[src/rtl/svc_req_pkg.sv]
package svc_req_pkg;
   localparam int          BUS_W     = 16;
   localparam int          ADDR_W    = 4;
   localparam int          NUM_CLASS = 5;
   // request bitmaps sit at addresses equal to their class index
   localparam logic [3:0]  AD_RX     = 4'd0;
   localparam logic [3:0]  AD_TX     = 4'd1;
   localparam logic [3:0]  AD_ERR    = 4'd2;
   localparam logic [3:0]  AD_MDM    = 4'd3;
   localparam logic [3:0]  AD_CMD    = 4'd4;
   localparam logic [3:0]  AD_MASK   = 4'd5;
   localparam logic [3:0]  AD_RXTRIG = 4'd6;
   localparam logic [3:0]  AD_TXLOW  = 4'd7;
   localparam logic [3:0]  AD_DBELL  = 4'd8;
   localparam logic [3:0]  AD_GACK   = 4'd9;
   localparam logic [15:0] ACK_CODE  = 16'h0001;
endpackage

[src/rtl/svc_thresh_det.sv]
module svc_thresh_det #(
   parameter int NCH     = 16,
   parameter int CNT_W   = 12,
   parameter bit FALLING = 1'b0
) (
   input  logic                 clk,
   input  logic                 rst_n,
   input  logic [NCH*CNT_W-1:0] level,
   input  logic [CNT_W-1:0]     thr,
   output logic [NCH-1:0]       evt
);
   logic [NCH-1:0] cond, cond_q;

   for (genvar ch = 0; ch < NCH; ch++) begin : g_ch
      if (FALLING) begin : g_fall
         assign cond[ch] = level[ch*CNT_W +: CNT_W] <= thr;
      end else begin : g_rise
         assign cond[ch] = level[ch*CNT_W +: CNT_W] >= thr;
      end
   end

   // falling variant starts as already below, so an empty queue at reset is quiet
   always_ff @(posedge clk or negedge rst_n) begin
      if (!rst_n) cond_q <= {NCH{FALLING}};
      else        cond_q <= cond;
   end

   assign evt = cond & ~cond_q;
endmodule

[src/rtl/svc_req_word.sv]
module svc_req_word #(
   parameter int NCH = 16
) (
   input  logic           clk,
   input  logic           rst_n,
   input  logic [NCH-1:0] evt,
   input  logic           swap_sel,
   output logic [NCH-1:0] word
);
   always_ff @(posedge clk or negedge rst_n) begin
      if (!rst_n)        word <= '0;
      else if (swap_sel) word <= evt;
      else               word <= word | evt;
   end


   sticky_chk: assert property (@(posedge clk) disable iff (!rst_n)
      !swap_sel |=> (word & $past(word)) == $past(word));

   swap_clear_chk: assert property (@(posedge clk) disable iff (!rst_n)
      (swap_sel && evt == '0) |=> word == '0);
endmodule

[src/rtl/svc_irq_ctl.sv]
module svc_irq_ctl (
   input  logic clk,
   input  logic rst_n,
   input  logic new_evt,
   input  logic db_clr,
   input  logic gack,
   output logic irq_o
);
   logic pend_q, armed_q;

   always_ff @(posedge clk or negedge rst_n) begin
      if (!rst_n) begin
         pend_q  <= 1'b0;
         armed_q <= 1'b1;
      end else begin
         pend_q  <= (pend_q & ~db_clr) | new_evt;
         if (gack)        armed_q <= 1'b1;
         else if (db_clr) armed_q <= 1'b0;
      end
   end

   assign irq_o = pend_q & armed_q;


   dbell_quiet_chk: assert property (@(posedge clk) disable iff (!rst_n)
      db_clr |=> !irq_o);

   ack_gate_chk: assert property (@(posedge clk) disable iff (!rst_n)
      (!armed_q && !gack) |=> !irq_o);

   evt_irq_chk: assert property (@(posedge clk) disable iff (!rst_n)
      (new_evt && armed_q && !db_clr) |=> irq_o);
endmodule

[src/rtl/svc_req_agg.sv]
module svc_req_agg
   import svc_req_pkg::*;
#(
   parameter int NCH       = 16,
   parameter int CNT_W     = 12,
   parameter int RXTRIG_RST = 1,
   parameter int TXLOW_RST  = 64
) (
   input  logic                 clk,
   input  logic                 rst_n,
   input  logic [NCH*CNT_W-1:0] rx_level,
   input  logic [NCH*CNT_W-1:0] tx_level,
   input  logic [NCH-1:0]       err_evt,
   input  logic [NCH-1:0]       mdm_evt,
   input  logic [NCH-1:0]       cmd_done,
   input  logic [3:0]           bus_addr,
   input  logic                 bus_wr,
   input  logic                 bus_swap,
   input  logic [15:0]          bus_wdata,
   output logic [15:0]          bus_rdata,
   output logic                 irq
);
   if (NCH < 1 || NCH > BUS_W) begin : g_bad_nch
      $error("svc_req_agg: NCH must lie in 1..16");
   end
   if (CNT_W < 7 || CNT_W > BUS_W) begin : g_bad_cnt
      $error("svc_req_agg: CNT_W must lie in 7..16");
   end

   logic [NCH-1:0]                 mask_q;
   logic [CNT_W-1:0]               rxtrig_q, txlow_q;
   logic [NCH-1:0]                 rx_evt, tx_evt;
   logic [NUM_CLASS-1:0][NCH-1:0]  cls_evt, words;
   logic [NCH-1:0]                 evt_any;
   logic                           new_evt, db_clr, gack;

   svc_thresh_det #(.NCH(NCH), .CNT_W(CNT_W), .FALLING(1'b0)) i_rx_det (
      .clk(clk), .rst_n(rst_n), .level(rx_level), .thr(rxtrig_q), .evt(rx_evt));
   svc_thresh_det #(.NCH(NCH), .CNT_W(CNT_W), .FALLING(1'b1)) i_tx_det (
      .clk(clk), .rst_n(rst_n), .level(tx_level), .thr(txlow_q), .evt(tx_evt));

   assign cls_evt[AD_RX]  = rx_evt;
   assign cls_evt[AD_TX]  = tx_evt;
   assign cls_evt[AD_ERR] = err_evt;
   assign cls_evt[AD_MDM] = mdm_evt;
   assign cls_evt[AD_CMD] = cmd_done;

   for (genvar c = 0; c < NUM_CLASS; c++) begin : g_cls
      svc_req_word #(.NCH(NCH)) i_word (
         .clk(clk), .rst_n(rst_n), .evt(cls_evt[c]),
         .swap_sel(bus_swap && bus_addr == ADDR_W'(c)),
         .word(words[c]));
   end

   always_comb begin
      evt_any = '0;
      for (int c = 0; c < NUM_CLASS; c++) evt_any = evt_any | cls_evt[c];
   end
   assign new_evt = |(evt_any & mask_q);

   always_ff @(posedge clk or negedge rst_n) begin
      if (!rst_n) begin
         mask_q   <= '1;
         rxtrig_q <= CNT_W'(RXTRIG_RST);
         txlow_q  <= CNT_W'(TXLOW_RST);
      end else if (bus_wr) begin
         case (bus_addr)
            AD_MASK:   mask_q   <= bus_wdata[NCH-1:0];
            AD_RXTRIG: rxtrig_q <= bus_wdata[CNT_W-1:0];
            AD_TXLOW:  txlow_q  <= bus_wdata[CNT_W-1:0];
            default:   ;
         endcase
      end
   end

   assign db_clr = bus_wr && bus_addr == AD_DBELL && bus_wdata[0];
   assign gack   = bus_wr && bus_addr == AD_GACK && bus_wdata == ACK_CODE;

   svc_irq_ctl i_irq (
      .clk(clk), .rst_n(rst_n), .new_evt(new_evt),
      .db_clr(db_clr), .gack(gack), .irq_o(irq));

   always_comb begin
      bus_rdata = '0;
      case (bus_addr)
         AD_RX, AD_TX, AD_ERR, AD_MDM, AD_CMD:
                    bus_rdata = BUS_W'(words[bus_addr[2:0]]);
         AD_MASK:   bus_rdata = BUS_W'(mask_q);
         AD_RXTRIG: bus_rdata = BUS_W'(rxtrig_q);
         AD_TXLOW:  bus_rdata = BUS_W'(txlow_q);
         default:   bus_rdata = '0;
      endcase
   end


   rx_capture_chk: assert property (@(posedge clk) disable iff (!rst_n)
      (rx_evt != '0 && !bus_swap) |=> (words[AD_RX] & $past(rx_evt)) == $past(rx_evt));
endmodule

[config.mk]
export PLATFORM = sky130hd
export DESIGN_NAME = svc_req_agg
export DESIGN_NICKNAME = d
export VERILOG_FILES = /design/src/rtl/svc_req_pkg.sv /design/src/rtl/svc_thresh_det.sv /design/src/rtl/svc_req_word.sv /design/src/rtl/svc_irq_ctl.sv /design/src/rtl/svc_req_agg.sv
export SDC_FILE = /design/constraint.sdc
export NUM_CORES = 1
export LEC_CHECK = 0
export ABC_AREA = 0
export BUFFER_PORTS_ARGS = -buffer_cell sky130_fd_sc_hd__buf_2
export CORE_UTILIZATION = 45
export DETAILED_ROUTE_END_ITERATION = 8
export GPL_ROUTABILITY_DRIVEN = 0
export PLACE_DENSITY = 0.77
export SLEW_MARGIN = 20
export SYNTH_ARGS = -nofsm -noshare
export SYNTH_HDL_FRONTEND = slang
export SYNTH_SLANG_ARGS = --single-unit
[constraint.sdc]
create_clock -name clk -period 6.7 [get_ports clk]
set_input_delay 0.67 -clock clk [delete_from_list [all_inputs] [get_ports clk]]
set_output_delay 0.67 -clock clk [all_outputs]
set_load 0.05 [all_outputs]
==> impl_metrics.yaml, run 1 <==
outcome:
  status: "finished clean"
route:
  vias_per_cell: 5.953
  vias: 14788
  drt_first_pass_iters: 5
  drc: 0
  drtIter0Drc: 765
  wl_per_cell_um: 22.15
  ant_nets: 0
  routed_wl_mm: 55.02
clock_tree:
  holdBufCountCts: 0
  htreeDepth: 4
  cts_resized: 0
  cts_tree: "yes"
  clock_sinks: 154
  root_buffer: "clkbuf_16"
  numCtsBuffers: 17
  clkLatencyLatePin_ns: 0.43
  clk_path_buf_depth: 2
  path_clk_slew_ns: 0.06
  post_cts_buffers: 0
floorplanning:
  die_x_um: 184.1
  die_h_um: 184.1
  core_mm2: 0.03262
  start_util: 0.4575
  die_area_mm2: 0.03389
  rows: 66
  ios: 473
pwr:
  power_density_mw_per_mm2: 239.6
  leakage_nw: 9.057
  design_power_total_mw: 4.438
  irDropWorstVdd_mv: 0.1895
logic_synthesis:
  synth_top_cell_by_area: "ha_1"
  synth.distinct_cells: 69
  synthTopCellsByArea: "ha_1, dfrtp_1, dfstp_2, a21oi_1, a21o_1"
  synth_fp_nets: 2372
  ys_seq_elements: 154
  yosys_most_used_dff: "dfrtp_1"
  syn-cell-area_mm2: 0.01492
  synth_top_area_share: 0.3220
  syn-instance-count: 1532
  yosysSeqAreaShare: 0.2612
  async_flop_share: 1.000
  yosysWarnings: 0
  postSynthAreaPerCell_um2: 9.741
  synth_edf_count: 0
global_route:
  grt_use_total: 0.3205
  grt_max_degree: 92
  grt.overflow.total: 0
  grt_pass1_wl_mm: 81.74
  antenna_found_initial: 20
  grt_pass1_vias: 15359
setup_path:
  cpLargestDelayFamily: "simple AND/OR/NAND/NOR gates"
  crit_path_end_kind: "output port"
  cpMostUsedCell: "buf_2"
  cp.required_ns: 6.03
  cp_num_buf_inv: 2
  cp.arrival_ns: 3.80
  startpoint_type: "input pin"
  critPathSlowestCell: "nor2b_2"
  critPathMaxFanout: 23
  path_cells: "buf_2 -> nor2b_1 -> nor2b_2 -> a222oi_1 -> a21oi_1 -> a21o_1 -> buf_2"
  critical_path.max_stage_delay_ns: 0.88
  critPathKind: "in -> out"
cells_and_area:
  final_cell_area_mm2: 0.01853
  final_cell_mix: "buf_2, ha_1, a21oi_1"
  area_delta_synth_final_pct: 24.15
  final_common_cell: "buf_2"
  nNetsFinal: 2854
  drive_gt1_frac: 0.3113
sta:
  period_share: 0.6672
  tightest_slew_ns: 1.168
  hold_violations: 0
  rsz0062_at_grt: "no"
  finalClockSkew_ns: 0.01025
  max_clock_freq_ghz: 0.2237
  tns_ns: 0
  finalCriticalPeriod_ns: 4.470
  drv_slew: 0
  whs_ns: 0.3466
  setup_viol: 0
  slew-limit-headroom: 0.2183
min_path:
  hp-class: "in -> async"
flow_run:
  cap_violations: 0
place:
  portBuffers: 472
  placed_cell_area_mm2: 0.01785
  place_hpwl_mm: 43.79
-- flip-flops by register name, indices dropped and copies added (netlist names) --
register	cells
txlow_q	12
i_irq.armed_q	1
mask_q	16
i_irq.pend_q	1
g_cls.i_word.word	80
rxtrig_q	12
i_tx_det.cond_q	16
i_rx_det.cond_q	16
-- layout make-up --
cell class | instances | area (µm²)
clock buffers | 19 | 452.9
diodes | 15 | 37.54
fillers | 2871 | 14090
flip-flops and latches | 154 | 3897
well taps | 442 | 553.0
repair buffers | 484 | 2459
inverters | 90 | 337.8
clock inverters | 13 | 187.7
multi-input cells | 1267 | 10600
-- stage by stage --
stage / worst slack (ns) / utilization / cells
2_1_floorplan: 3.553 / - / 1532
3_3_place_gp: 2.355 / 0.5472 / 2437
3_5_place_dp: 2.271 / 0.5472 / 2437
4_1_cts: 2.264 / 0.5668 / 2469
5_1_grt: 2.026 / 0.5674 / 2476
6_report: 2.230 / 0.5680 / 2484
-- kinds of logic (layout without fill, tap and decap cells) --
family          count (synthesis)  after routing  synth area share
compound gates                474            474            0.2123
fa+ha+maj                     384            384            0.3220
simple gates                  346            346            0.1222
flops                         154            154            0.2612
buf+inv                       111            606           0.02859
mux                            63             63           0.05383
other cells                     0             15                 0
-- worst paths after layout --
check                                    from                  endpoint  slack [ns]  depth (start not counted)
setup / recovery                  bus_addr[0]              bus_rdata[3]        2.23                          7
hold / removal                          rst_n  g_cls[1].i_word.word[14]        0.35                          1
setup reg to reg                  rxtrig_q[7]              i_irq.pend_q        3.20                         10
hold reg to reg            i_rx_det.cond_q[4]   g_cls[0].i_word.word[4]        0.46                          1
max in group asynchronous               rst_n                txlow_q[0]        5.00                          2
min in group clk                   mdm_evt[2]   g_cls[3].i_word.word[2]        0.43                          2
-- synthesized netlist by cell type, types with 13 or more instances --
cell and count:
a21o_1 85, a21oi_1 147, a221oi_1 13, a22o_1 19, dfrtp_1 119, dfstp_2 35
ha_1 384, inv_1 90, mux2_2 48, nand2_1 100, nand2b_1 20, nand3_1 22
nand4_1 59, nor2_1 43, nor2b_1 28, nor3_1 23, o211ai_1 23, o21ai_0 71
-- power breakdown --
part	total (mW)	internal, mW	switching, mW
Sequential	1.25	1.13	0.124
Clock	1.05	0.647	0.405
Combinational	2.14	0.865	1.27
-- worst reg2reg max path, delay by kind of cell (launching register included) --
kind,cells,cell delay [ns]
AND/OR/NAND/NOR,3,0.40
AO/OA/AOI/OAI,5,1.49
buffers and inverters,1,0.69
adder cells (fa/ha/maj),1,0.39
flip-flops,1,0.41
-- per-layer routing --
metal  vias up  wire, µm  global-route usage
met3       161      4481             0.08575
met1      7023     21050              0.3464
met5         -        74                   0
met4        12      2426              0.1583
li1       6931         -                   -
met2       661     26990              0.5755
Note: power is estimated with default switching activity, not from simulation.
==> run 2: changes to the inputs <==
--- a/config.mk
+++ b/config.mk
@@ -5,12 +5,13 @@
 export SDC_FILE = /design/constraint.sdc
 export NUM_CORES = 1
 export LEC_CHECK = 0
-export ABC_AREA = 0
+export ABC_AREA = 1
 export BUFFER_PORTS_ARGS = -buffer_cell sky130_fd_sc_hd__buf_2
+export CORE_ASPECT_RATIO = 1.75
 export CORE_UTILIZATION = 45
 export DETAILED_ROUTE_END_ITERATION = 8
 export GPL_ROUTABILITY_DRIVEN = 0
-export PLACE_DENSITY = 0.77
+export PLACE_DENSITY = 0.79
 export SLEW_MARGIN = 20
 export SYNTH_ARGS = -nofsm -noshare
 export SYNTH_HDL_FRONTEND = slang
==> constraint.sdc (replaced) <==
create_clock -name clk -period 3.9 [get_ports clk]
set_input_delay 0.39 -clock clk [delete_from_list [all_inputs] [get_ports clk]]
set_output_delay 0.39 -clock clk [all_outputs]
set_load 0.05 [all_outputs]
==> impl_metrics.yaml, run 2 <==
sta:
  drv_slew: 0
  hold_violations: 0
  rsz0062_at_grt: "no"
  whs_ns: 0.01057
  period_share: 0.7558
  setup_viol: 0
  max_clock_freq_ghz: 0.3393
  tightest_slew_ns: 1.029
  tns_ns: 0
  finalCriticalPeriod_ns: 2.948
  finalClockSkew_ns: 0.01286
  slew-limit-headroom: 0.3137
global_route:
  grt_pass1_wl_mm: 81.65
  grt.overflow.total: 0
  grt_pass1_vias: 16407
  grt_max_degree: 96
  antenna_found_initial: 12
  grt_use_total: 0.3060
logic_synthesis:
  synth_fp_nets: 2854
  syn-cell-area_mm2: 0.01551
  synth_top_cell_by_area: "ha_1"
  yosysMostFrequentCell: "nand2_1"
  synth_top_area_share: 0.3098
  synth.distinct_cells: 44
  async_flop_share: 1.000
  synth_edf_count: 0
  ys_seq_elements: 154
  synth_xor_area_frac: 0
  synth-simple-area-share: 0.1976
  synthTopCellsByArea: "ha_1, dfrtp_1, nand2_1, inv_1, dfstp_2"
  syn-instance-count: 2014
  postSynthAreaPerCell_um2: 7.701
  synthMuxAreaShare: 0.001936
  synth_top_family_by_area: "adder cells"
  yosys.area_share.adder: 0.3098
  synthTopCellsByCount: "nand2_1, ha_1, inv_1"
  yosysSeqAreaShare: 0.2513
  yosysWarnings: 0
  yosys_most_used_dff: "dfrtp_1"
  synth-compound-area-share: 0.1514
cells_and_area:
  top_register: "g_cls.i_word.word"
  largest_reg_flops: 80
  final_cell_area_mm2: 0.01908
  area_delta_synth_final_pct: 23.03
  fin_util: 0.5637
  fill_cells: 3220
  final_cell_mix: "buf_2, nand2_1, ha_1"
  nNetsFinal: 3340
  fin_cells: 2974
  final_common_cell: "buf_2"
  drive_gt1_frac: 0.2304
floorplanning:
  start_util: 0.4582
  core_mm2: 0.03385
  ios: 473
  rows: 89
  die_area_mm2: 0.03524
  die_h_um: 247.6
  die_x_um: 142.3
setup_path:
  startpoint_type: "flop"
  path_cells: "inv_1 -> buf_4 -> ha_1 -> nand2_1 -> nor2_1 -> and2_1 -> nand2_1 -> nand3_1 -> nand2_1 -> nand2_1 -> nand3_1 -> nand2_1 -> nand2_1 -> nor2_1 -> nand2_1 -> nor2_1 -> nand2_1"
  critical_path.max_stage_delay_ns: 0.51
  critPathKind: "reg -> reg"
  crit_path_end_kind: "flop"
  cp.required_ns: 4.23
  cpMostUsedCell: "nand2_1"
  critPathSlowestCell: "inv_1"
  cp.arrival_ns: 3.27
  critPathMaxFanout: 13
clock_tree:
  cts_resized: 0
  clkLatencyLatePin_ns: 0.44
  post_cts_buffers: 0
  cts_tree: "yes"
  path_clk_slew_ns: 0.06
  clk_path_buf_depth: 2
  holdBufCountCts: 0
  htreeDepth: 4
  root_buffer: "clkbuf_16"
  numCtsBuffers: 17
  clock_sinks: 154
route:
  vias: 16076
  drc: 0
  routed_wl_mm: 54.26
  drtIter0Drc: 732
  drt_first_pass_iters: 6
  wl_per_cell_um: 18.24
  vias_per_cell: 5.406
  ant_nets: 0
place:
  dp.cells: 2936
  placed_cell_area_mm2: 0.01847
  portBuffers: 472
  place_hpwl_mm: 45.08
outcome:
  status: "finished clean"
min_path:
  hp-class: "in -> async"
pwr:
  leakage_nw: 11.01
  power_density_mw_per_mm2: 368.7
  irDropWorstVdd_mv: 0.2956
flow_run:
  cap_violations: 0
[run 2: worst max-delay path: cells and delay by family (launching register included)]
kind / cells / cell delay [ns]
flip-flops: 1 / 0.39
adder cells (fa/ha/maj): 1 / 0.13
buffers and inverters: 2 / 0.79
AND/OR/NAND/NOR: 14 / 1.52
[run 2: final cells by class]
| cell class | count | area (µm²) | area share |
|---|---|---|---|
| multi-input cells | 1513 | 10260 | 0.5375 |
| diodes | 6 | 15.01 | 0.0007868 |
| clock inverters | 7 | 90.09 | 0.004721 |
| repair buffers | 493 | 2539 | 0.1330 |
| well taps | 455 | 569.3 | 0.02983 |
| flip-flops and latches | 154 | 3897 | 0.2042 |
| inverters | 321 | 1210 | 0.06341 |
| clock buffers | 25 | 505.5 | 0.02649 |
[run 2: worst paths after layout]
check,startpoint,end,slack [ns],cells past startpoint
worst max-delay path,txlow_q[10],i_irq.pend_q,0.95,17
worst min-delay path,rst_n,g_cls[2].i_word.word[10],0.01,1
worst max register to register,txlow_q[10],i_irq.pend_q,0.95,17
worst min register to register,txlow_q[8],txlow_q[8],0.49,2
max in group asynchronous,rst_n,mask_q[11],2.91,2
min in group clk,mdm_evt[15],g_cls[3].i_word.word[15],0.16,2
[run 2: per-stage QoR]
stage | power (mW) | setup slack [ns]
2_1_floorplan | 4.160 | 1.195
3_3_place_gp | 5.153 | 1.123
3_5_place_dp | 5.363 | 1.079
4_1_cts | 7.034 | 1.064
5_1_grt | 7.623 | 0.7806
6_report | 7.036 | 0.9524
[run 2: power breakdown]
group / internal, mW / switching (mW) / leakage [nW]
Sequential: 1.90 / 0.151 / 1.56
Combinational: 1.28 / 2.04 / 9.16
Clock: 1.02 / 0.638 / 0.289
Total: 4.21 / 2.83 / 11.0
[run 2: cell families (layout without fill, tap and decap cells)]
logic type	after synthesis	in the layout
other	0	6
DFF	154	154
buffers and inverters	347	846
and+or+nand+nor	727	727
adders and majority gates	384	384
muxes	2	2
AOI/OAI and AO/OA	400	400
[run 2: per-layer routing]
| layer | share of wire | global-route usage | up-vias |
|---|---|---|---|
| met1 | 0.34 | 0.2954 | 7281 |
| li1 | - | - | 7780 |
| met5 | 0.0016 | 0 | - |
| met4 | 0.076 | 0.2410 | 12 |
| met3 | 0.064 | 0.06116 | 249 |
| met2 | 0.52 | 0.5621 | 754 |
